===== config.mk =====
export PLATFORM = sky130hd
export DESIGN_NAME = magic_wdog
export DESIGN_NICKNAME = d
export VERILOG_FILES = /design/src/rtl/magic_wdog_pkg.sv /design/src/rtl/magic_wdog_decode.sv /design/src/rtl/magic_wdog_keyseq.sv /design/src/rtl/magic_wdog_timer.sv /design/src/rtl/magic_wdog_cause.sv /design/src/rtl/magic_wdog.sv
export SDC_FILE = /design/constraint.sdc
export NUM_CORES = 1
export LEC_CHECK = 0
export BUFFER_PORTS_ARGS = -buffer_cell sky130_fd_sc_hd__buf_2
export CORE_ASPECT_RATIO = 1.25
export CORE_MARGIN = 5
export CORE_UTILIZATION = 60
export CTS_CLUSTER_SIZE = 10
export DETAILED_ROUTE_END_ITERATION = 10
export GPL_TIMING_DRIVEN = 1
export PLACE_DENSITY = 0.85
export SETUP_SLACK_MARGIN = 0.15
export SLEW_MARGIN = 20
export SYNTH_ARGS = -nofsm -noshare
export SYNTH_HDL_FRONTEND = slang
export SYNTH_HIERARCHICAL = 1
export SYNTH_SLANG_ARGS = --single-unit

===== constraint.sdc =====
create_clock -name clk -period 4.3 [get_ports clk]
set_input_delay 1.29 -clock clk [delete_from_list [all_inputs] [get_ports clk]]
set_output_delay 1.29 -clock clk [all_outputs]
set_load 0.03 [all_outputs]

===== src/rtl/magic_wdog_pkg.sv =====
package magic_wdog_pkg;

    localparam int CAUSE_W = 3;

    localparam logic [31:0] KEY_FIRST  = 32'hABCD1234;
    localparam logic [31:0] KEY_SECOND = 32'h4321DCBA;

    // register slots, selected by address bits [3:2]
    localparam logic [1:0] SLOT_SRST = 2'd0;
    localparam logic [1:0] SLOT_CFG  = 2'd1;
    localparam logic [1:0] SLOT_KEY1 = 2'd2;
    localparam logic [1:0] SLOT_KEY2 = 2'd3;

    // last-reset cause codes
    localparam logic [CAUSE_W-1:0] CAUSE_POWER  = 3'd0;
    localparam logic [CAUSE_W-1:0] CAUSE_EXPIRE = 3'd1;
    localparam logic [CAUSE_W-1:0] CAUSE_BADKEY = 3'd2;
    localparam logic [CAUSE_W-1:0] CAUSE_SOFT   = 3'd3;
    localparam logic [CAUSE_W-1:0] CAUSE_USER   = 3'd4;

    typedef struct packed {
        logic srst;
        logic cfg;
        logic key1;
        logic key2;
    } wr_strobe_t;

endpackage


===== src/rtl/magic_wdog_decode.sv =====
module magic_wdog_decode
    import magic_wdog_pkg::*;
#(
    parameter int DATA_W = 32,
    parameter int ADDR_W = 4,
    parameter int DLY_W  = 5,
    parameter int EN_BIT = 31
) (
    input  logic                 we_i,
    input  logic [ADDR_W-1:0]    addr_i,
    input  logic                 cfg_en_i,
    input  logic [DLY_W-1:0]     cfg_dly_i,
    input  logic [CAUSE_W-1:0]   cause_i,
    output wr_strobe_t           strobe_o,
    output logic [DATA_W-1:0]    rdata_o
);

    logic       aligned;
    logic [1:0] slot;

    always_comb begin
        aligned = (addr_i[1:0] == 2'b00);
        slot    = addr_i[3:2];
        if (ADDR_W > 4) begin
            aligned = aligned && (addr_i >> 4) == '0;
        end
    end

    always_comb begin
        strobe_o      = '0;
        strobe_o.srst = we_i && aligned && slot == SLOT_SRST;
        strobe_o.cfg  = we_i && aligned && slot == SLOT_CFG;
        strobe_o.key1 = we_i && aligned && slot == SLOT_KEY1;
        strobe_o.key2 = we_i && aligned && slot == SLOT_KEY2;
    end

    always_comb begin
        rdata_o = '0;
        if (aligned) begin
            case (slot)
                SLOT_CFG: begin
                    rdata_o[EN_BIT]    = cfg_en_i;
                    rdata_o[DLY_W-1:0] = cfg_dly_i;
                end
                SLOT_KEY1: rdata_o[CAUSE_W-1:0] = cause_i;
                default:   rdata_o = '0;
            endcase
        end
    end

    always_comb begin
        assert ($onehot0(strobe_o)) else $error("AST_ONE_SLOT failed");
    end

endmodule


===== src/rtl/magic_wdog_keyseq.sv =====
module magic_wdog_keyseq
    import magic_wdog_pkg::*;
#(
    parameter int DATA_W = 32
) (
    input  logic              clk,
    input  logic              rst_n,
    input  logic              wipe_i,
    input  logic              key1_wr_i,
    input  logic              key2_wr_i,
    input  logic [DATA_W-1:0] wdata_i,
    output logic              good_o,
    output logic              bad_o
);

    typedef struct packed {
        logic armed;
    } seq_t;

    seq_t s_q, s_d;
    logic first_ok, second_ok;

    always_comb begin
        first_ok  = (wdata_i == DATA_W'(KEY_FIRST));
        second_ok = (wdata_i == DATA_W'(KEY_SECOND));
        good_o    = key2_wr_i && s_q.armed && second_ok;
        bad_o     = (key1_wr_i && !first_ok) || (key2_wr_i && !good_o);

        s_d = s_q;
        if (key1_wr_i) begin
            s_d.armed = first_ok;
        end
        if (key2_wr_i) begin
            s_d.armed = 1'b0;
        end
        if (wipe_i) begin
            s_d = '0;
        end
    end

    always_ff @(posedge clk or negedge rst_n) begin
        if (!rst_n) begin
            s_q <= '0;
        end else begin
            s_q <= s_d;
        end
    end

    AST_KEY2_DISARMS: assert property (@(posedge clk) disable iff (!rst_n)
        key2_wr_i |=> !s_q.armed) else $error("AST_KEY2_DISARMS");
    AST_GOOD_NEEDS_KEY1: assert property (@(posedge clk) disable iff (!rst_n)
        (key1_wr_i && !first_ok) |=> !good_o) else $error("AST_GOOD_NEEDS_KEY1");

endmodule


===== src/rtl/magic_wdog_timer.sv =====
module magic_wdog_timer #(
    parameter int DLY_W = 5
) (
    input  logic              clk,
    input  logic              rst_n,
    input  logic              wipe_i,
    input  logic              cfg_wr_i,
    input  logic              cfg_en_i,
    input  logic [DLY_W-1:0]  cfg_dly_i,
    input  logic              ka_i,
    output logic              en_o,
    output logic [DLY_W-1:0]  dly_o,
    output logic              run_o,
    output logic              expire_o
);

    localparam int CNT_W = 2 ** DLY_W;

    typedef struct packed {
        logic             en;
        logic [DLY_W-1:0] dly;
        logic             run;
        logic [DLY_W-1:0] act_dly;
        logic [CNT_W-1:0] count;
    } tmr_t;

    tmr_t s_q, s_d;

    function automatic logic [CNT_W-1:0] span_mask(input logic [DLY_W-1:0] d);
        return {CNT_W{1'b1}} >> (CNT_W - 1 - int'(d));
    endfunction

    always_comb begin
        s_d = s_q;
        if (s_q.run) begin
            s_d.count = s_q.count + 1'b1;
        end
        if (cfg_wr_i) begin
            s_d.en  = cfg_en_i;
            s_d.dly = cfg_dly_i;
            if (cfg_en_i && !s_q.run) begin
                s_d.run     = 1'b1;
                s_d.count   = '0;
                s_d.act_dly = cfg_dly_i;
            end
        end
        if (ka_i) begin
            s_d.count   = '0;
            s_d.act_dly = s_d.dly;
            s_d.run     = s_q.run && s_d.en;
        end
        if (wipe_i) begin
            s_d = '0;
        end
    end

    always_ff @(posedge clk or negedge rst_n) begin
        if (!rst_n) begin
            s_q <= '0;
        end else begin
            s_q <= s_d;
        end
    end

    always_comb begin
        en_o     = s_q.en;
        dly_o    = s_q.dly;
        run_o    = s_q.run;
        expire_o = s_q.run && (s_q.count == span_mask(s_q.act_dly));
    end

    AST_CNT_BOUND: assert property (@(posedge clk) disable iff (!rst_n)
        s_q.run |-> s_q.count <= span_mask(s_q.act_dly)) else $error("AST_CNT_BOUND");
    AST_STOP_AFTER_KA: assert property (@(posedge clk) disable iff (!rst_n)
        $fell(s_q.run) |-> $past(ka_i || wipe_i)) else $error("AST_STOP_AFTER_KA");
    AST_IDLE_CLEAR: assert property (@(posedge clk) disable iff (!rst_n)
        !s_q.run |-> s_q.count == '0) else $error("AST_IDLE_CLEAR");
    AST_LIMIT_HELD: assert property (@(posedge clk) disable iff (!rst_n)
        (s_q.run && !ka_i && !wipe_i) |=> $stable(s_q.act_dly)) else $error("AST_LIMIT_HELD");

endmodule


===== src/rtl/magic_wdog_cause.sv =====
module magic_wdog_cause
    import magic_wdog_pkg::*;
(
    input  logic               clk,
    input  logic               por_n,
    input  logic               user_i,
    input  logic               soft_i,
    input  logic               bad_i,
    input  logic               tmo_i,
    output logic [CAUSE_W-1:0] cause_o
);

    typedef struct packed {
        logic [CAUSE_W-1:0] code;
    } cause_t;

    cause_t s_q, s_d;

    always_comb begin
        s_d = s_q;
        if (user_i) begin
            s_d.code = CAUSE_USER;
        end else if (soft_i) begin
            s_d.code = CAUSE_SOFT;
        end else if (bad_i) begin
            s_d.code = CAUSE_BADKEY;
        end else if (tmo_i) begin
            s_d.code = CAUSE_EXPIRE;
        end
    end

    always_ff @(posedge clk or negedge por_n) begin
        if (!por_n) begin
            s_q <= '{code: CAUSE_POWER};
        end else begin
            s_q <= s_d;
        end
    end

    assign cause_o = s_q.code;

    AST_CAUSE_RANGE: assert property (@(posedge clk) disable iff (!por_n)
        s_q.code <= CAUSE_USER) else $error("AST_CAUSE_RANGE");
    AST_USER_WINS: assert property (@(posedge clk) disable iff (!por_n)
        user_i |=> s_q.code == CAUSE_USER) else $error("AST_USER_WINS");
    AST_CAUSE_QUIET: assert property (@(posedge clk) disable iff (!por_n)
        !(user_i || soft_i || bad_i || tmo_i) |=> $stable(s_q.code)) else $error("AST_CAUSE_QUIET");

endmodule


===== src/rtl/magic_wdog.sv =====
module magic_wdog
    import magic_wdog_pkg::*;
#(
    parameter int DATA_W = 32,
    parameter int ADDR_W = 4,
    parameter int DLY_W  = 5,
    parameter int EN_BIT = 31
) (
    input  logic              clk,
    input  logic              rst_n,
    input  logic              por_n,
    input  logic              user_rst_i,
    input  logic              bus_we,
    input  logic [ADDR_W-1:0] bus_addr,
    input  logic [DATA_W-1:0] bus_wdata,
    output logic [DATA_W-1:0] bus_rdata,
    output logic              sys_rst_req
);

    typedef struct packed {
        logic req;
    } top_t;

    top_t               s_q, s_d;
    wr_strobe_t         strobe;
    logic               ka_good, ka_bad;
    logic               cfg_en, run, expire;
    logic [DLY_W-1:0]   cfg_dly;
    logic [CAUSE_W-1:0] cause;
    logic               soft_ev, bad_ev, tmo_ev, wipe;

    magic_wdog_decode #(
        .DATA_W (DATA_W),
        .ADDR_W (ADDR_W),
        .DLY_W  (DLY_W),
        .EN_BIT (EN_BIT)
    ) u_decode (
        .we_i      (bus_we),
        .addr_i    (bus_addr),
        .cfg_en_i  (cfg_en),
        .cfg_dly_i (cfg_dly),
        .cause_i   (cause),
        .strobe_o  (strobe),
        .rdata_o   (bus_rdata)
    );

    magic_wdog_keyseq #(
        .DATA_W (DATA_W)
    ) u_keyseq (
        .clk       (clk),
        .rst_n     (rst_n),
        .wipe_i    (wipe),
        .key1_wr_i (strobe.key1),
        .key2_wr_i (strobe.key2),
        .wdata_i   (bus_wdata),
        .good_o    (ka_good),
        .bad_o     (ka_bad)
    );

    magic_wdog_timer #(
        .DLY_W (DLY_W)
    ) u_timer (
        .clk       (clk),
        .rst_n     (rst_n),
        .wipe_i    (wipe),
        .cfg_wr_i  (strobe.cfg),
        .cfg_en_i  (bus_wdata[EN_BIT]),
        .cfg_dly_i (bus_wdata[DLY_W-1:0]),
        .ka_i      (ka_good),
        .en_o      (cfg_en),
        .dly_o     (cfg_dly),
        .run_o     (run),
        .expire_o  (expire)
    );

    magic_wdog_cause u_cause (
        .clk     (clk),
        .por_n   (por_n),
        .user_i  (user_rst_i),
        .soft_i  (soft_ev),
        .bad_i   (bad_ev),
        .tmo_i   (tmo_ev),
        .cause_o (cause)
    );

    always_comb begin
        soft_ev = strobe.srst && bus_wdata[0];
        bad_ev  = ka_bad && run;
        tmo_ev  = expire && !ka_good;
        wipe    = soft_ev || bad_ev || tmo_ev;
        s_d     = s_q;
        s_d.req = wipe;
    end

    always_ff @(posedge clk or negedge rst_n) begin
        if (!rst_n) begin
            s_q <= '0;
        end else begin
            s_q <= s_d;
        end
    end

    assign sys_rst_req = s_q.req;

    AST_SOFT_REQ: assert property (@(posedge clk) disable iff (!rst_n)
        soft_ev |=> sys_rst_req) else $error("AST_SOFT_REQ");
    AST_IDLE_QUIET: assert property (@(posedge clk) disable iff (!rst_n)
        (!run && !soft_ev) |=> !sys_rst_req) else $error("AST_IDLE_QUIET");
    AST_WIPED: assert property (@(posedge clk) disable iff (!rst_n)
        sys_rst_req |-> (!run && !cfg_en && cfg_dly == '0)) else $error("AST_WIPED");
    AST_KA_BEATS_EXPIRY: assert property (@(posedge clk) disable iff (!rst_n)
        (ka_good && !bus_wdata[0]) |=> !sys_rst_req) else $error("AST_KA_BEATS_EXPIRY");

endmodule


==> results of run 1 <==
-- routing by layer --
layer  global-route usage (%)  wire (um)
met1                     29.3       3550
met2                     41.1       4740
met3                     3.06        552
met4                     10.1        368
met5                        0          0
-- logic make-up (layout without fill, tap and decap cells) --
family	Yosys count	after routing
muxes	8	8
AOI/OAI and AO/OA	101	101
adders and majority gates	5	5
buffers and inverters	70	77
DFF	49	49
xor gates and xnor gates	28	28
and+or+nand+nor	179	179
other	1	26
-- through the flow --
step	hold slack [ns]	power, uW	instances	utilization, %	setup slack [ns]
floorplan	0.481	1080	466	-	0.286
global placement	0.499	1170	551	63.2	0.296
detailed placement	0.502	1190	551	63.2	0.191
CTS	0.526	1510	558	64.9	0.495
global route	0.568	1610	558	64.9	0.272
finish	0.522	1520	558	64.9	0.447
-- worst max-delay path: stages --
cell,delay (ns)
buf_2,0.10
nor2_1,0.28
and3_1,0.23
inv_1,0.05
or4b_1,0.53
nor4_2,0.29
buf_4,0.22
nor2b_4,0.05
or3_1,0.38
nor2_1,0.14
o21ai_2,0.09
buf_4,0.23
a21oi_1,0.16
-- sequential cells by signal, indices dropped and copies added (netlist names) --
register and cells:
u_keyseq/s_q 1, u_timer/run_o 1, u_timer/s_q 37, sys_rst_req 1
u_timer/en_o 1, u_cause/cause_o 3, u_timer/dly_o 5
-- cells in the final DEF (no fill, tap or decap), types with 3 or more instances in the layout --
| cell | n |
|---|---|
| nor4b_1 | 3 |
| buf_2 | 46 |
| nand2_1 | 24 |
| o2111ai_1 | 3 |
| a211oi_1 | 3 |
| and4_1 | 3 |
| a21oi_1 | 30 |
| conb_1 | 26 |
| clkbuf_8 | 5 |
| inv_1 | 15 |
| a31oi_1 | 7 |
| o21ai_0 | 26 |
| and3_1 | 11 |
| buf_4 | 7 |
| xor2_1 | 14 |
| ha_1 | 5 |
| mux2i_1 | 8 |
| xnor2_1 | 13 |
| a22oi_1 | 4 |
| dfrtp_1 | 49 |
| nor3_1 | 11 |
| or3_1 | 12 |
| nand3_1 | 19 |
| nor2_1 | 49 |
| nand4_1 | 7 |
| o22ai_1 | 5 |
| nand2b_1 | 3 |
-- cells in the mapped netlist, types with 3 or more instances --
library cell and number:
dfrtp_1 49, nor2_1 49, buf_4 31, a21oi_1 30, o21ai_0 26, nand2_1 24
nand3_1 19, inv_1 15, xor2_1 14, xnor2_1 13, clkbuf_1 12, or3_1 12
and3_1 11, nor3_1 11, buf_2 9, mux2i_1 8, a31oi_1 7, nand4_1 7
ha_1 5, o22ai_1 5, a22oi_1 4, a211oi_1 3, and4_1 3, nand2b_1 3
nor4_1 3, nor4b_1 3, o2111ai_1 3
-- power by group through the flow --
stage	registers [uW]	clock network, uW	logic [uW]
6_report	697	319	502
5_1_grt	710	337	560
4_1_cts	690	322	494
3_5_place_dp	698	0	492
3_3_place_gp	693	0	475
2_1_floorplan	606	0	477
-- worst max-delay path by stage --
stage                      end  cells after the start  slack, ns   startpoint
3_5_place_dp   u_timer/s_q[35]                     13       0.19  bus_addr[1]
6_report       u_timer/s_q[25]                     13       0.45  bus_addr[1]
5_1_grt        u_timer/s_q[36]                     13       0.27  bus_addr[1]
4_1_cts        u_timer/s_q[35]                     13       0.49  bus_addr[1]
3_3_place_gp   u_timer/s_q[35]                     13       0.30  bus_addr[1]
2_1_floorplan  u_timer/s_q[13]                     12       0.29  bus_addr[1]
-- final cells by class --
class                           count  area (um^2)  area share (%)
Clock buffer                        5         68.8            1.74
Multi-Input combinational cell    347         2170            54.9
Clock inverter                      2         35.0           0.887
Inverter                           17         63.8            1.61
Timing Repair Buffer               53          283            7.16
Tap cell                           85          106            2.69
Sequential cell                    49         1230            31.0
==> results.py, run 1 <==
metrics = {
    "outcome": {
        "status": "completed",
    },
    "grt": {
        "grt_usage_pct": 23.8,
        "grt_max_degree": 47,
        "grt_pass1_wl_mm": 15.1,
        "grt_pass1_vias": 3278,
        "overflow": 0,
        "grt_antenna_before_repair": 0,
    },
    "logic_synthesis": {
        "synth_compound_area_share_pct": 16.9,
        "synthXorXnorAreaFrac_pct": 6.87,
        "synth_fa_ha_area_share_pct": 1.70,
        "synth-seq-cells": 49,
        "yosysSeqAreaShare_pct": 33.3,
        "synthArstFlopShare_pct": 100,
        "synthMuxAreaShare_pct": 2.18,
        "yosys_warnings": 6,
        "synthSimpleGateAreaFrac_pct": 28.3,
        "synth_top_family_by_area": "simple AND/OR/NAND/NOR gates",
        "synthesis.area_mm2": 0.00368,
        "synth_top_cells_by_area": "dfrtp_1 33%, buf_4 6.3%, nor2_1 5.0%, a21oi_1 4.1%, o21ai_0 3.5%",
        "synthFlopType": "dfrtp_1",
        "yosysTopAreaCell": "dfrtp_1",
        "synth_edf_count": 0,
        "avgSynthCellArea_um2": 8.35,
        "synth_top_area_share_pct": 33.3,
        "synth_cells": 441,
        "yosysUniqueCellTypes": 73,
    },
    "power": {
        "leakagePower_uw": 0.00178,
        "p_int_uw": 915,
        "p_sw_uw": 603,
        "sequentialPowerShare_pct": 45.9,
        "power.density_mw_per_mm2": 384,
        "p_comb_share_pct": 33.1,
        "ir_worst_vdd_mv": 0.185,
        "clock_power_share_pct": 21.0,
        "p_sw_share_pct": 39.7,
    },
    "worst_setup_path": {
        "r2r-end": "u_timer/s_q[35]",
        "reg2reg_depth": 12,
        "crit_fanout": 22,
        "reg2reg_slack_ns": 0.82,
        "critPathRequiredTime_ns": 4.52,
        "reg2reg_from": "u_timer/s_q[35]",
        "cp-start-kind": "input pin",
        "crit_arrival_ns": 4.07,
        "worstSetupEndpointType": "flip-flop",
        "crit_type": "in -> reg",
    },
    "die": {
        "ios": 74,
        "start_util_pct": 60.5,
        "row_count": 32,
        "die_area_mm2": 0.00781,
        "die_h_um": 97.6,
        "core-area_mm2": 0.00609,
        "chipWidth_um": 80.1,
    },
    "layout": {
        "final_area_mm2": 0.00395,
        "nFillCells": 533,
        "final_nets": 519,
        "syn2layout_area_growth_pct": 7.34,
        "drive_above_1_share_pct": 17.1,
        "n_antenna_cell": 0,
    },
    "clock_network": {
        "cts_resized": 0,
        "cts_setup_buffers": 0,
        "cts_made_buffers": 5,
        "clk_pin_slew_ns": 0.09,
        "cts-hold-fix-buffers": 0,
        "h-tree-depth": 2,
        "root_buffer": "clkbuf_8",
        "cts_tree": "yes",
        "clock-sinks": 49,
        "clk_latency_ns": 0.30,
        "clockBufferDepth": 2,
    },
    "sta": {
        "skew_ns": 0.00777,
        "fmax_mhz": 260,
        "period_minus_slack_ns": 3.85,
        "maxSlewHeadroom_pct": 49.2,
        "finalCritPeriodShare_pct": 89.6,
        "worst_pin_slew_ns": 0.762,
        "final_hold_viol_count": 0,
        "grt_setup_unrepaired": "false",
        "setup_violations": 0,
        "timing.final.max_slew_violations": 0,
        "fin_tns_setup_ns": 0,
    },
    "min_path": {
        "hold_start": "u_cause/cause_o[2]",
        "hold_end": "u_cause/cause_o[2]",
        "hold_class": "reg -> reg",
        "whs_path_depth": 1,
    },
    "routing": {
        "vias": 3403,
        "drt-total-wl_mm": 9.22,
        "wl_per_cell_um": 16.5,
        "vias_per_cell": 6.10,
        "dr.pass1.iters": 5,
        "drt-initial-drc-count": 312,
        "ant_nets": 0,
        "route.detailed.drc": 0,
    },
    "place": {
        "placed_cell_area_mm2": 0.00384,
        "hpwl_mm": 7.02,
        "gp_congestion": 0.903,
        "port_buffers": 47,
    },
    "run": {
        "drv_cap": 0,
    },
}
No activity file was read; power rests on OpenSTA's default activity.
==> run 2, diff against run 1 <==
--- a/config.mk
+++ b/config.mk
@@ -12,6 +12,7 @@
 export CTS_CLUSTER_SIZE = 10
 export DETAILED_ROUTE_END_ITERATION = 10
 export GPL_TIMING_DRIVEN = 1
+export MAX_ROUTING_LAYER = met4
 export PLACE_DENSITY = 0.85
 export SETUP_SLACK_MARGIN = 0.15
 export SLEW_MARGIN = 20
==> run 2 against run 1 <==
Effect of this change: cell count up 0.18%; global-route usage up 0.83 points; cell area down 0.54%; critical path depth unchanged; sequential share of layout area up 0.17 points; core utilization down 0.35 points; via count up 1.4%; first-iteration DRC count up 22%; worst setup slack worse by 0.042 ns; power down 3.5%; critical path type unchanged; largest cell class unchanged; highest routed layer unchanged.
==> results.py, run 2 (same netlist as run 1, synthesis figures left out) <==
metrics = {
    "outcome": {
        "status": "completed",
    },
    "power": {
        "p_sw_share_pct": 41.4,
        "power.density_mw_per_mm2": 373,
        "total_power_uw": 1470,
        "clock_power_share_pct": 17.9,
        "ir_worst_vdd_mv": 0.211,
        "sequentialPowerShare_pct": 47.7,
        "p_comb_share_pct": 34.4,
        "p_sw_uw": 606,
        "leakagePower_uw": 0.00177,
        "p_int_uw": 859,
    },
    "sta": {
        "fmax_mhz": 257,
        "setup_violations": 0,
        "final_hold_viol_count": 0,
        "grt_setup_unrepaired": "false",
        "maxSlewHeadroom_pct": 47.2,
        "finalCritPeriodShare_pct": 90.6,
        "period_minus_slack_ns": 3.89,
        "skew_ns": 0.00490,
        "fin_tns_setup_ns": 0,
        "timing.final.max_slew_violations": 0,
        "worst_pin_slew_ns": 0.793,
    },
    "place": {
        "hpwl_mm": 6.91,
        "port_buffers": 47,
        "gp_congestion": 0.949,
    },
    "grt": {
        "overflow": 0,
        "grt_pass1_wl_mm": 15.3,
        "grt_antenna_before_repair": 0,
        "grt_usage_pct": 24.7,
        "grt_pass1_vias": 3364,
        "grt_max_degree": 47,
    },
    "clock_network": {
        "clock-sinks": 49,
        "cts_made_buffers": 5,
        "clk_pin_slew_ns": 0.09,
        "root_buffer": "clkbuf_8",
        "cts_resized": 0,
        "cts-hold-fix-buffers": 0,
        "clk_latency_ns": 0.30,
        "cts_tree": "yes",
        "clockBufferDepth": 2,
        "cts_setup_buffers": 0,
        "h-tree-depth": 2,
    },
    "worst_setup_path": {
        "crit_buf_inv": 4,
        "crit_path_max_incr_delay_ns": 0.53,
        "reg2reg_depth": 12,
        "crit_fanout": 22,
        "cpLargestDelayFamily": "simple AND/OR/NAND/NOR gates",
        "reg2reg_slack_ns": 0.73,
        "crit_type": "in -> reg",
        "critPathRequiredTime_ns": 4.52,
        "critPathLaunch": "bus_addr[1]",
        "reg2reg_from": "u_timer/s_q[35]",
        "cp-start-kind": "input pin",
        "crit_chain": "buf_2 -> nor2_1 -> and3_1 -> inv_1 -> or4b_1 -> nor4_2 -> buf_4 -> nor2b_4 -> or3_1 -> nor2_1 -> o21ai_2 -> buf_4 -> o22ai_1",
        "cp_slowest_cell": "or4b_1",
        "r2r-end": "u_timer/s_q[36]",
        "crit_arrival_ns": 4.12,
        "worstSetupEndpointType": "flip-flop",
    },
    "routing": {
        "vias": 3449,
        "drt-initial-drc-count": 380,
        "dr.pass1.iters": 7,
        "wl_per_cell_um": 16.4,
        "vias_per_cell": 6.17,
        "ant_nets": 0,
        "drt-total-wl_mm": 9.17,
        "route.detailed.drc": 0,
    },
    "layout": {
        "layout_common_cells": "49 x dfrtp_1, 49 x nor2_1, 46 x buf_2",
        "nFillCells": 520,
        "largest_reg_flops": 37,
        "drive_above_1_share_pct": 17.1,
        "final_nets": 519,
        "syn2layout_area_growth_pct": 6.76,
        "n_antenna_cell": 0,
        "regMostFlops": "u_timer/s_q",
    },
    "run": {
        "drv_cap": 0,
    },
    "die": {
        "start_util_pct": 60.5,
        "core-area_mm2": 0.00609,
        "chipWidth_um": 80.1,
        "ios": 74,
        "die_area_mm2": 0.00781,
        "row_count": 32,
        "die_h_um": 97.6,
    },
    "min_path": {
        "hold_start": "u_cause/cause_o[2]",
        "hold_end": "u_cause/cause_o[2]",
        "hold_class": "reg -> reg",
        "whs_path_depth": 1,
    },
}
run 2: changes by cell type in the layout (fill, tap and decap cells not counted), sizes merged:
cell    change
clkinv      +1
clkbuf      +1
bufinv      -1
run 2: power groups by stage:
stage | registers (uW) | clock network [uW] | logic, uW
after floorplan | 606 | 0 | 477
after global placement | 694 | 0 | 478
after detailed placement | 699 | 0 | 493
after CTS | 691 | 272 | 495
after global routing | 712 | 289 | 560
final | 699 | 262 | 504
run 2: metal layers:
metal	global-route usage (%)	vias to the layer above	wire length, um
met2	39.5	179	4460
met1	28.5	1625	3520
met4	15.6	0	618
li1	-	1588	-
met3	3.62	57	568
met5	-	-	0
run 2: final cells by class:
class | instances | area [um^2] | area share, %
clock buffer | 6 | 72.6 | 1.85
clock inverter | 2 | 10.0 | 0.255
inverter | 17 | 63.8 | 1.62
multi-input combinational | 347 | 2170 | 55.2
sequential | 49 | 1230 | 31.2
tap | 85 | 106 | 2.71
timing repair buffer | 53 | 283 | 7.20
run 2: worst max path at each step:
stage | to | slack [ns] | depth (start not counted)
global placement | u_timer/s_q[36] | 0.30 | 13
floorplan | u_timer/s_q[13] | 0.29 | 12
CTS | u_timer/s_q[36] | 0.45 | 13
global route | u_timer/s_q[36] | 0.28 | 13
finish | u_timer/s_q[36] | 0.41 | 13
detailed placement | u_timer/s_q[36] | 0.14 | 13
run 2: worst reg2reg max path, stage by stage, from the launching register on:
cell,delay (ns)
dfrtp_1,0.86
clkinv_1,0.50
a31oi_1,0.27
a2bb2oi_1,0.24
o2111ai_1,0.13
nor4b_1,0.31
and4_1,0.27
nor2b_4,0.17
or3_1,0.15
nor2_1,0.07
o21ai_2,0.09
buf_4,0.28
o22ai_1,0.11
run 2: metrics by stage:
stage | util (%) | setup WS (ns) | hold WS (ns) | area (um^2) | instances
global route | 64.6 | 0.278 | 0.558 | 3930 | 559
global placement | 63.2 | 0.304 | 0.498 | 3840 | 551
detailed placement | 63.2 | 0.139 | 0.509 | 3840 | 551
floorplan | - | 0.286 | 0.481 | 3780 | 466
finish | 64.6 | 0.405 | 0.525 | 3930 | 559
CTS | 64.5 | 0.451 | 0.530 | 3930 | 559
